`src/rtl/cal_sched_pkg.sv`:
```
package cal_sched_pkg;
  function automatic int unsigned sat_inc(input int unsigned v, input int unsigned top);
    return (v >= top) ? top : v + 1;
  endfunction
endpackage

```
`src/rtl/cal_interval_timer.sv`:
```
module cal_interval_timer #(
  parameter int CNT_W = 32
) (
  input  logic             clk_i,
  input  logic             rst_ni,
  input  logic             start_i,
  input  logic [CNT_W-1:0] limit_i,
  input  logic             tick_i,
  output logic             expire_o,
  output logic             armed_o
);
  logic [CNT_W-1:0] cnt_q, lim_q;
  logic             armed_q;

  assign expire_o = armed_q & tick_i & (cnt_q == lim_q - 1'b1);
  assign armed_o  = armed_q;

  always_ff @(posedge clk_i or negedge rst_ni) begin
    if (!rst_ni) begin
      cnt_q   <= '0;
      lim_q   <= '0;
      armed_q <= 1'b0;
    end else if (start_i) begin
      cnt_q   <= '0;
      lim_q   <= (limit_i == '0) ? CNT_W'(1) : limit_i;
      armed_q <= 1'b1;
    end else if (armed_q && tick_i) begin
      if (expire_o) begin
        cnt_q   <= '0;
        armed_q <= 1'b0;
      end else begin
        cnt_q <= cnt_q + 1'b1;
      end
    end
  end

  // count never reaches the latched limit while armed
  p_cnt_below_limit_r4: assert property (@(posedge clk_i) disable iff (!rst_ni)
    armed_q |-> (cnt_q < lim_q));
  // no tick, no progress
  p_hold_without_tick_r4: assert property (@(posedge clk_i) disable iff (!rst_ni)
    (armed_q && !tick_i && !start_i) |=> ($stable(cnt_q) && armed_q));
endmodule

```
`src/rtl/cal_step_track.sv`:
```
module cal_step_track
  import cal_sched_pkg::*;
#(
  parameter int N_INT  = 4,
  parameter int STEP_W = $clog2(N_INT + 1)
) (
  input  logic              clk_i,
  input  logic              rst_ni,
  input  logic              adv_i,
  output logic [STEP_W-1:0] step_o,
  output logic [STEP_W-1:0] next_step_o,
  output logic              complete_o
);
  logic [STEP_W-1:0] step_q;
  logic              complete_q;

  assign next_step_o = STEP_W'(sat_inc(int'(step_q), N_INT));
  assign step_o      = step_q;
  assign complete_o  = complete_q;

  always_ff @(posedge clk_i or negedge rst_ni) begin
    if (!rst_ni) begin
      step_q     <= '0;
      complete_q <= 1'b0;
    end else if (adv_i) begin
      step_q     <= next_step_o;
      complete_q <= complete_q | (int'(step_q) == N_INT);
    end
  end

  p_step_monotonic_r3: assert property (@(posedge clk_i) disable iff (!rst_ni)
    1'b1 |=> (step_q >= $past(step_q)));
  p_step_needs_adv_r8: assert property (@(posedge clk_i) disable iff (!rst_ni)
    !adv_i |=> $stable(step_q));
  p_step_ceiling_r6: assert property (@(posedge clk_i) disable iff (!rst_ni)
    (adv_i && int'(step_q) == N_INT) |=> (int'(step_q) == N_INT));
  p_complete_sticky_r7: assert property (@(posedge clk_i) disable iff (!rst_ni)
    complete_q |=> complete_q);
endmodule

```
`src/rtl/cal_sched.sv`:
```
module cal_sched #(
  parameter int                     N_INT     = 4,
  parameter int                     CNT_W     = 32,
  parameter logic [N_INT*CNT_W-1:0] INTERVALS = {32'd600, 32'd600, 32'd300, 32'd300},
  localparam int                    STEP_W    = $clog2(N_INT + 1),
  localparam int                    IDX_W     = (N_INT > 1) ? $clog2(N_INT) : 1
) (
  input  logic              clk_i,
  input  logic              rst_ni,
  input  logic              tick_i,
  input  logic              busy_i,
  input  logic              cal_done_i,
  output logic              cal_req_o,
  output logic [STEP_W-1:0] step_o,
  output logic              sched_done_o
);
  logic [CNT_W-1:0]  tbl [N_INT];
  logic [STEP_W-1:0] next_step;
  logic [IDX_W-1:0]  idx;
  logic              pending_q, serve, expire, armed;

  for (genvar g = 0; g < N_INT; g++) begin : g_tbl
    assign tbl[g] = INTERVALS[g*CNT_W +: CNT_W];
  end

  assign serve     = cal_done_i & pending_q;
  assign idx       = IDX_W'(next_step - 1'b1);
  assign cal_req_o = pending_q & ~busy_i;

  always_ff @(posedge clk_i or negedge rst_ni) begin
    if (!rst_ni)     pending_q <= 1'b1;
    else if (serve)  pending_q <= 1'b0;
    else if (expire) pending_q <= 1'b1;
  end

  cal_step_track #(.N_INT(N_INT), .STEP_W(STEP_W)) u_step (
    .clk_i       (clk_i),
    .rst_ni      (rst_ni),
    .adv_i       (serve),
    .step_o      (step_o),
    .next_step_o (next_step),
    .complete_o  (sched_done_o)
  );

  cal_interval_timer #(.CNT_W(CNT_W)) u_timer (
    .clk_i    (clk_i),
    .rst_ni   (rst_ni),
    .start_i  (serve),
    .limit_i  (tbl[idx]),
    .tick_i   (tick_i),
    .expire_o (expire),
    .armed_o  (armed)
  );

  p_req_held_r2: assert property (@(posedge clk_i) disable iff (!rst_ni)
    (pending_q && !cal_done_i) |=> pending_q);
  p_req_excl_timer_r4: assert property (@(posedge clk_i) disable iff (!rst_ni)
    cal_req_o |-> !armed);
  p_serve_arms_r3: assert property (@(posedge clk_i) disable iff (!rst_ni)
    serve |=> (armed && !pending_q));
  p_busy_masks_r2: assert property (@(posedge clk_i) disable iff (!rst_ni)
    busy_i |-> !cal_req_o);
endmodule

```
`config.mk`:
```
export PLATFORM = sky130hd
export DESIGN_NAME = cal_sched
export DESIGN_NICKNAME = d
export VERILOG_FILES = /design/src/rtl/cal_sched_pkg.sv /design/src/rtl/cal_interval_timer.sv /design/src/rtl/cal_step_track.sv /design/src/rtl/cal_sched.sv
export SDC_FILE = /design/constraint.sdc
export NUM_CORES = 1
export LEC_CHECK = 0
export BUFFER_PORTS_ARGS = -buffer_cell sky130_fd_sc_hd__buf_2
export CORE_UTILIZATION = 30
export DETAILED_ROUTE_END_ITERATION = 8
export PLACE_DENSITY = 0.56
export SETUP_SLACK_MARGIN = 0.05
export SYNTH_ARGS = -nofsm -noshare
export SYNTH_HDL_FRONTEND = slang
export SYNTH_SLANG_ARGS = --single-unit
```
`constraint.sdc`:
```
create_clock -name clk_i -period 2.83 [get_ports clk_i]
set_input_delay 0.566 -clock clk_i [delete_from_list [all_inputs] [get_ports clk_i]]
set_output_delay 0.566 -clock clk_i [all_outputs]
set_load 0.1 [all_outputs]
```
* Word-level counts from Yosys, hierarchy flattened *
Index checks and enable logic that the tools add are counted.
Widths: inputs -> output; s select.

cells by class
  $add $sub $neg = 4
  multipliers = 0
  divide/modulo/power cells = 0
  $lt $le $gt $ge = 2
  eq/ne operators = 2
  shift operators = 0
  muxes and demuxes = 13
  bitwise logic cells = 7
  reduce and logical (&&, ||, !) cells = 5

operators with widths
  cell                   number
  $mux 32                6
  $bmux 32 s2            1
  $add 32x1->32 const B  1
  $eq 32x32->1           1
  $logic_not 32->1       1
  $sub 32x1->32 const B  1
  $ge 3x3->1 const B     2
  $mux 1                 5
  $and 1x1->1            4
  $reduce_bool 2->1      2
  $add 3x1->3 const B    1
  $eq 3x3->1 const B     1
  $mux 3                 1
  $not 2->3              1
  $reduce_and 2->1       1
  $sub 2x1->2 const B    1
  $logic_and 1x1->1      1
  $not 1->1              1
  $or 1x1->1             1

storage, ports and cells
  flip-flop bits (word level) = 70
  bits in latches = 0
  memory bits (writable) = 0
  memory bits (read-only) = 0
  input bits = 5
  output and inout bits = 5
  word-level logic and storage cells = 39
  memories = 0

* Longest topological paths before layout *
Gate-level depths: netlist (run 1).

  depth in word-level cells = 9
  mapped depth = 11
  mapped depth without buffers = 9

* Cells and area by module *
Synthesis (run 1) repeated with hierarchy kept, for this count alone.

unflattened totals
  cell total of the unflattened synthesis = 480
  area, all modules = 4,464.3 um2

modules (own cells, without submodules)
  module              instances  cells an instance  area each (um2)  seq. area each (um2)
  cal_interval_timer  1          456                4,200.3          1,626.6
  cal_step_track      1          15                 191.4            100.1
  cal_sched           1          9                  72.6             26.3

* Worst setup path before layout (run 1) *
Ideal clock, no wire load.

  path kind = register to output
  from = register pending_q
  to = output port cal_req_o
  arrival = 1,904 ps
  data required time = 2,264 ps
  slack = 360 ps
  stages on the path, launching flop included = 2
  path buffers = 0
  cell sequence = dfstp_2 nor2b_1

between the ends
  longest elaborated chain between the ends = 1

ends and longest elaborated chain
  element                   line             source
  start: declaration        cal_sched.sv:20  logic pending_q, serve, expire, armed;
  start signal: assignment  cal_sched.sv:31  if (!rst_ni) pending_q <= 1'b1;
  start signal: assignment  cal_sched.sv:32  else if (serve) pending_q <= 1'b0;
  start signal: assignment  cal_sched.sv:33  else if (expire) pending_q <= 1'b1;
  $and 1x1->1               cal_sched.sv:28  assign cal_req_o = pending_q & ~busy_i;
  end: declaration          cal_sched.sv:13  output logic cal_req_o,

Every way passes these cells.

* Worst setup path in the final report (run 1) *
  from = register u_timer.lim_q[8]
  to = register u_timer.cnt_q[21]

between the ends
  longest elaborated chain between the ends = 6

ends and longest elaborated chain
  element                   line                      source
  start: declaration        cal_interval_timer.sv:12  logic [CNT_W-1:0] cnt_q, lim_q;
  start signal: assignment  cal_interval_timer.sv:25  lim_q <= (limit_i == '0) ? CNT_W'(1) : limit_i;
  $sub 32x1->32             cal_interval_timer.sv:15  assign expire_o = armed_q & tick_i & (cnt_q == lim_q - 1'b1);
  $eq 32x32->1              cal_interval_timer.sv:15
  $and 1x1->1               cal_interval_timer.sv:15
  $mux 32                   cal_interval_timer.sv:28  if (expire_o) begin
  $mux 32                   cal_interval_timer.sv:27  end else if (armed_q && tick_i) begin
  $mux 32                   cal_interval_timer.sv:23  end else if (start_i) begin
  end signal: assignment    cal_interval_timer.sv:32  cnt_q <= cnt_q + 1'b1;
  end: declaration          cal_interval_timer.sv:12

Every way passes these cells. The select of a mux whose other input is x is not followed.
A chain may end at the register's enable or synchronous reset.

==> flow_summary.toml, run 1 <==
[worst_setup_path]
path_cells = "nor3_1 -> ha_1 -> xnor2_1 -> a211oi_1 -> and4_1 -> nand3_1 -> o21ai_2 -> buf_4 -> nor2_1"
critPathMaxStageDelay_ns = 0.49
worstSetupPathType = "reg -> reg"
worstPathMaxFanout = 12
worstPathArrival_ns = 2.72
endpoint_kind = "register"
slowest_stage = "nor3_1"
critPathLaunchType = "register"
critical_path_required_ns = 3.01

[synth]
synth-seq-cells = 41
syn_nets = 268
yosysWarnings = 0
yosys.area.top_type_share = 0.431
netlist_area_um2 = 2320
synthCells = 258
ys.flop_type = "dfrtp_1"
synth-edff-count = 0
synthArstFlopShare = 1.00
syn_avg_cell_area_um2 = 8.99
ys_top_cells_by_area = "dfrtp_1 (43%), nor2_1 (6.3%), xnor2_1 (6.0%)"
synth_cell_types = 43
ys_seq_area_frac = 0.443
synth_top_area_cell = "dfrtp_1"

[global_route]
grt-ovfl-total = 0
grt_pass1_wl_mm = 8.74
grt_pass1_vias = 1725
grt_usage = 0.137
antenna_found_initial = 0
grt_max_degree = 42

[route]
post_drt_wl_per_cell_um = 13.8
avgViaCountPerCell = 4.95
vias = 1823
drt_iter0_drc = 86
ant_nets = 0
drc = 0
drt_first_pass_iters = 4
routed_wirelength_mm = 5.10

[die]
core_um2 = 7370
pin_count = 10
initial_core_util = 0.315
fp.dieW_um = 89.9
die_area_um2 = 8090
rows = 31
die_h_um = 89.9

[clocking]
clk_latency_ns = 0.29
cts-root-buf = "clkbuf_8"
cts_resized = 0
path_clk_slew_ns = 0.08
cts_buffers = 5
htree_levels = 2
clkSinkCount = 41
cts_tree = "done"
ctsHoldBuffers = 0
cts_buffer_depth = 2
postCtsSetupBuffers = 0

[sta]
slew_headroom = 0.383
setup_viol = 0
finalCritPeriodShare = 0.897
holdWs_ns = 0.408
rsz0062_at_grt = "no"
tightest_slew_ns = 0.925
finalHoldViolations = 0
period_needed_ns = 2.54
finalSetupTns_ns = 0
skew_ns = 0.00487
maxSlewViolCount = 0
max_freq_mhz = 394

[power_and_ir_drop]
power_density_nw_per_um2 = 382
p_leak_uw = 0.00116
peakVddDrop_v = 0.000161

[finish]
fin_nets = 278
drive_gt1_frac = 0.0929
layout_commonest_cell = "dfrtp_1"
n_antenna_cell = 0
syn2layout_area_growth_pct = 9.76
final_cell_mix = "dfrtp_1 (40), nor2_1 (39), nand2_1 (22), nand3_1 (22), xnor2_1 (16)"
fin_util = 0.346

[run_status]
run_status = "completed"

[placement]
port_buffers = 9
gp_congestion = 0.778
dp_hpwl_mm = 3.76

[hold_path]
min_path_type = "in -> async"

[run]
max_cap_violations = 0
power breakdown:
group / switching (uW) / internal, uW / leakage (uW)
sequential: 0 / 585 / 0.000538
combinational: 12.5 / 2.08 / 0.000579
clock: 197 / 175 / 0.0000395
total: 209 / 763 / 0.00116
registers in the layout, indices dropped and copies added, names as in the netlist:
register and cells:
u_timer.cnt_q 32, u_timer.armed_o 1, u_step.step_o 3, u_timer.lim_q 3, u_step.complete_o 1, pending_q 1
through the flow:
stage | setup slack, ns | cells | instance area, um^2 | power, uW
4_1_cts | 0.294 | 368 | 2550 | 990
3_5_place_dp | 0.314 | 360 | 2470 | 613
2_1_floorplan | 0.360 | 258 | 2320 | 597
3_3_place_gp | 0.386 | 360 | 2470 | 613
5_1_grt | 0.0686 | 368 | 2550 | 1020
6_report | 0.291 | 368 | 2550 | 972
cell type report:
| type | instances | area (um^2) |
|---|---|---|
| inverters | 8 | 30.0 |
| flip-flops and latches | 41 | 1030 |
| fillers | 807 | 4820 |
| well taps | 99 | 124 |
| repair buffers | 13 | 75.1 |
| clock buffers | 8 | 80.1 |
| multi-input cells | 199 | 1210 |
synthesized netlist by cell type, types with 2 or more instances:
cell,instances
dfrtp_1,40
nor2_1,39
nand2_1,22
nand3_1,22
xnor2_1,16
xor2_1,15
a21oi_1,8
inv_1,8
nand4_1,8
and3_1,7
nor3_1,7
o21ai_0,6
or3_1,6
clkbuf_1,5
ha_1,5
mux2i_1,4
a21o_1,3
a31oi_1,3
and2_1,3
nor2b_1,3
nor4_1,3
buf_2,2
nand2b_1,2
or4_1,2
final timing paths:
path                                          startpoint                             to  slack (ns)  cells after the start
max in group asynchronous                         rst_ni  u_timer.cnt_q[13]$_DFFE_PN0N_        1.84                      1
min                                               rst_ni  u_step.complete_o$_DFFE_PN0P_        0.41                      1
min in group clk_i                            cal_done_i          pending_q$_DFFE_PN1P_        0.45                      2
max reg2reg                 u_timer.lim_q[8]$_DFFE_PN0P_  u_timer.cnt_q[21]$_DFFE_PN0N_        0.29                      9
max                         u_timer.lim_q[8]$_DFFE_PN0P_  u_timer.cnt_q[21]$_DFFE_PN0N_        0.29                      9
min reg2reg                u_step.complete_o$_DFFE_PN0P_  u_step.complete_o$_DFFE_PN0P_        0.46                      1
cells by family after synthesis:
| family | share of synthesized area |
|---|---|
| buffers and inverters | 0.0356 |
| muxes | 0.0173 |
| xor gates and xnor gates | 0.117 |
| and+or+nand+nor | 0.288 |
| DFF | 0.443 |
| adders and majority gates | 0.0270 |
| AOI/OAI and AO/OA | 0.0723 |
worst max-delay path, delay by kind of cell, from the launching register on:
kind,cells,cell delay [ns]
AOI/OAI and AO/OA,2,0.38
xor gates and xnor gates,1,0.13
adders and majority gates,1,0.35
buffers and inverters,1,0.23
DFF,1,0.44
and+or+nand+nor,4,0.89
metal layers:
metal | global-route usage | routed length (um)
met4 | 0.0484 | 85
met3 | 0.0228 | 91
met1 | 0.194 | 2570
met2 | 0.209 | 2350
met5 | 0 | 0
(Power assumes the default switching activity.)
==> run 2, diff against run 1 <==
CELL_PAD_IN_SITES_DETAIL_PLACEMENT = 1   (was not set)
CELL_PAD_IN_SITES_GLOBAL_PLACEMENT = 1   (was not set)
PLACE_DENSITY = 0.65   (was 0.56)
==> flow_summary.toml, run 2 (same netlist as run 1, synthesis figures left out) <==
[clocking]
htree_levels = 2
cts_tree = "done"
cts-root-buf = "clkbuf_8"
cts_buffers = 5
ctsHoldBuffers = 0
clkSinkCount = 41
clk_latency_ns = 0.30
cts_buffer_depth = 2
path_clk_slew_ns = 0.08
postCtsSetupBuffers = 0

[route]
drc = 0
post_drt_wl_per_cell_um = 15.2
drt_iter0_drc = 64
ant_nets = 0
routed_wirelength_mm = 5.65
drt_first_pass_iters = 4
avgViaCountPerCell = 5.14
vias = 1906

[finish]
final_cell_area_um2 = 2580
layout_commonest_cell = "dfrtp_1"
fin_nets = 281
largest_reg_flops = 32
syn2layout_area_growth_pct = 11.4
regMostFlops = "u_timer.cnt_q"
n_antenna_cell = 0
drive_gt1_frac = 0.110
nFillCells = 903
final_cell_mix = "dfrtp_1 (40), nor2_1 (39), nand2_1 (22), nand3_1 (22), xnor2_1 (16)"

[die]
initial_core_util = 0.315
die_area_um2 = 8090
core_um2 = 7370
pin_count = 10
die_h_um = 89.9
rows = 31
fp.dieW_um = 89.9

[sta]
rsz0062_at_grt = "no"
finalSetupTns_ns = 0
finalHoldViolations = 0
slew_headroom = 0.357
period_needed_ns = 2.49
max_freq_mhz = 402
maxSlewViolCount = 0
finalCritPeriodShare = 0.879
fin_ws_ns = 0.342
tightest_slew_ns = 0.964
skew_ns = 0.00846
holdWs_ns = 0.412
setup_viol = 0

[global_route]
grt_pass1_wl_mm = 9.76
grt_usage = 0.153
grt_max_degree = 42
grt_pass1_vias = 1951
grt.busiest_layer = "met2"
met2_usage = 0.242
grt_use_met3 = 0.0254
grt-ovfl-total = 0
antenna_found_initial = 0
met1_usage = 0.212

[power_and_ir_drop]
power_density_nw_per_um2 = 387
power.total_uw = 1000
peakVddDrop_v = 0.000219
p_leak_uw = 0.00118

[hold_path]
min_path_type = "in -> async"

[worst_setup_path]
worstPathMaxFanout = 13
critical_path_required_ns = 3.01
worstPathArrival_ns = 2.67
critPathLaunchType = "register"
worstSetupPathType = "reg -> reg"
endpoint_kind = "register"

[run_status]
run_status = "completed"

[run]
max_cap_violations = 0

[placement]
port_buffers = 9
gp_congestion = 0.742
place_ws_ns = 0.168
placed_area_um2 = 2490
dp_hpwl_mm = 4.13
-- run 2: cell count changes in the layout (fill, tap and decap cells not counted) --
| cell | change |
|---|---|
| clkbuf_1 | -1 |
| nor3_1 | -1 |
| clkbuf_8 | +1 |
| buf_4 | +3 |
| nor3_2 | +1 |
-- run 2: final cells by class --
| class | instances | area (um^2) | share of cell area |
|---|---|---|---|
| Multi-Input combinational cell | 199 | 1210 | 0.470 |
| Sequential cell | 41 | 1030 | 0.398 |
| Inverter | 8 | 30.0 | 0.0116 |
| Tap cell | 99 | 124 | 0.0479 |
| Clock buffer | 8 | 90.1 | 0.0349 |
| Timing Repair Buffer | 16 | 97.6 | 0.0378 |
-- run 2: what timing repair did --
item,CTS,global route
setup endpoints to repair,0,23
resized for setup,0,1
hold endpoints to repair,0,0
-- run 2: path summary, 6_finish.rpt --
| kind | startpoint | end | slack (ns) | cells after the start |
|---|---|---|---|---|
| setup / recovery | u_timer.lim_q[8]$_DFFE_PN0P_ | u_timer.cnt_q[21]$_DFFE_PN0N_ | 0.34 | 9 |
| hold / removal | rst_ni | u_step.step_o[1]$_DFFE_PN0P_ | 0.41 | 1 |
| setup reg to reg | u_timer.lim_q[8]$_DFFE_PN0P_ | u_timer.cnt_q[21]$_DFFE_PN0N_ | 0.34 | 9 |
| hold reg to reg | u_step.complete_o$_DFFE_PN0P_ | u_step.complete_o$_DFFE_PN0P_ | 0.47 | 1 |
| max in group asynchronous | rst_ni | u_timer.cnt_q[28]$_DFFE_PN0N_ | 1.80 | 1 |
| min in group clk_i | cal_done_i | pending_q$_DFFE_PN1P_ | 0.45 | 2 |
-- run 2: metal layers --
| metal | routed length [um] | vias up |
|---|---|---|
| li1 | - | 909 |
| met2 | 2620 | 20 |
| met3 | 109 | 8 |
| met5 | 0 | - |
| met4 | 105 | 0 |
| met1 | 2810 | 969 |
-- run 2: stage by stage --
stage          cells  utilization
5_1_grt          371        0.351
4_1_cts          371        0.350
2_1_floorplan    258            -
3_3_place_gp     363        0.338
6_report         371        0.351
3_5_place_dp     363        0.338
-- run 2: worst max-delay path: stages, from the launching register on --
cell      delay, ns
dfrtp_1        0.46
nor3_2         0.36
ha_1           0.31
xnor2_1        0.12
a211oi_1       0.20
and4_1         0.22
nand3_1        0.11
o21ai_2        0.26
buf_4          0.25
nor2_1         0.07
-- run 2: report_power, final --
part           leakage, uW  internal [uW]  switching, uW
Sequential        0.000538            585              0
Clock            0.0000455            199            202
Combinational     0.000593           2.08           12.8
Total              0.00118            787            214
==> run 3, diff against run 2 <==
CTS_BUF_LIST = sky130_fd_sc_hd__clkbuf_4 sky130_fd_sc_hd__clkbuf_8   (was not set)
==> flow_summary.toml, run 3 (same netlist as run 1, synthesis figures left out) <==
[run_status]
run_status = "completed"

[finish]
final_cell_count_no_fill = 371
final_cell_mix = "dfrtp_1 (40), nor2_1 (39), nand2_1 (22), nand3_1 (22), xnor2_1 (16)"
largest_reg_flops = 32
nFillCells = 900
syn2layout_area_growth_pct = 11.7
regMostFlops = "u_timer.cnt_q"
drive_gt1_frac = 0.118
multiInputGateArea_um2 = 1210
layout_commonest_cell = "dfrtp_1"
final_cell_area_um2 = 2590
n_antenna_cell = 0
fin_nets = 281
seq_area_um2 = 1030

[worst_setup_path]
endpoint_kind = "register"
path_cells = "nor3_2 -> ha_1 -> xnor2_1 -> a211oi_1 -> and4_1 -> nand3_1 -> o21ai_2 -> buf_4 -> nor2_1"
critical_path_required_ns = 3.01
worstPathMaxFanout = 13
slowest_stage = "dfrtp_1"
worstSetupPathType = "reg -> reg"
critPathMaxStageDelay_ns = 0.46
critPathLaunchType = "register"
worstPathArrival_ns = 2.67

[global_route]
grt_pass1_vias = 1952
grt-ovfl-total = 0
antenna_found_initial = 0
grt_max_degree = 42
grt_pass1_wl_mm = 9.78
grt_usage = 0.153

[sta]
rsz0062_at_grt = "no"
tightest_slew_ns = 0.964
holdWs_ns = 0.412
setup_viol = 0
maxSlewViolCount = 0
period_needed_ns = 2.49
fin_ws_ns = 0.338
max_freq_mhz = 401
finalSetupTns_ns = 0
skew_ns = 0.00859
slew_headroom = 0.357
finalCritPeriodShare = 0.880
finalHoldViolations = 0

[run]
max_cap_violations = 0

[route]
drc = 0
avgViaCountPerCell = 5.13
post_drt_wl_per_cell_um = 15.3
vias = 1905
routed_wirelength_mm = 5.66
drt_iter0_drc = 73
drt_first_pass_iters = 4
ant_nets = 0

[die]
core_um2 = 7370
die_h_um = 89.9
die_area_um2 = 8090
initial_core_util = 0.315
rows = 31
fp.dieW_um = 89.9
pin_count = 10

[placement]
dp_hpwl_mm = 4.13
place_inst = 363
place_ws_ns = 0.168
placed_area_um2 = 2490
port_buffers = 9
gp_congestion = 0.742

[clocking]
htree_levels = 2
cts-root-buf = "clkbuf_8"
path_clk_slew_ns = 0.08
cts_buffers = 5
clk_latency_ns = 0.30
clkSinkCount = 41
cts_tree = "done"
postCtsSetupBuffers = 0
cts_buffer_depth = 2

[power_and_ir_drop]
peakVddDrop_v = 0.000220
power_density_nw_per_um2 = 394
p_leak_uw = 0.00118

[hold_path]
min_path_type = "in -> async"
run 3: cell counts in the layout (fill, tap and decap cells not counted):
No cell type changed its count.
run 3: through the flow:
step                      utilization  power (uW)
after floorplan                     -         597
after global placement          0.338         613
after detailed placement        0.338         613
after CTS                       0.351        1040
after global routing            0.352        1060
final                           0.352        1020
run 3: worst max-delay path: cells and delay by family, from the launching register on:
family / cells / cell delay [ns]
buf+inv: 1 / 0.25
flops: 1 / 0.46
fa+ha+maj: 1 / 0.31
compound gates: 2 / 0.46
xor+xnor: 1 / 0.12
simple gates: 4 / 0.76
run 3: worst paths after layout:
| kind | start | end | slack (ns) | cells past startpoint |
|---|---|---|---|---|
| max | u_timer.lim_q[8]$_DFFE_PN0P_ | u_timer.cnt_q[21]$_DFFE_PN0N_ | 0.34 | 9 |
| min | rst_ni | u_step.step_o[1]$_DFFE_PN0P_ | 0.41 | 1 |
| max reg2reg | u_timer.lim_q[8]$_DFFE_PN0P_ | u_timer.cnt_q[21]$_DFFE_PN0N_ | 0.34 | 9 |
| min reg2reg | u_step.complete_o$_DFFE_PN0P_ | u_step.complete_o$_DFFE_PN0P_ | 0.47 | 1 |
| max in group asynchronous | rst_ni | u_timer.cnt_q[28]$_DFFE_PN0N_ | 1.80 | 1 |
| min in group clk_i | cal_done_i | pending_q$_DFFE_PN1P_ | 0.45 | 2 |
run 3: cell type report:
class,count,share of cell area
Clock buffer,8,0.0377
Multi-Input combinational cell,199,0.469
Tap cell,99,0.0478
Timing Repair Buffer,16,0.0377
Inverter,8,0.0116
Sequential cell,41,0.396
run 3: report_power, final:
group	leakage, uW	internal [uW]	switching [uW]	total (uW)
Combinational	0.000593	2.08	12.8	14.9
Sequential	0.000538	585	0	585
Clock	0.0000523	218	202	420
Total	0.00118	806	215	1020
run 3: repair_timing:
action / 4_1_cts / 5_1_grt
resized for setup: 0 / 1
hold buffers: 0 / 0
setup endpoints to repair: 0 / 23
hold endpoints to repair: 0 / 0
run 3: metal layers:
metal	global-route usage	share of wire
met1	0.212	0.50
met2	0.242	0.46
met3	0.0254	0.018
met4	0.0538	0.019
met5	0	0
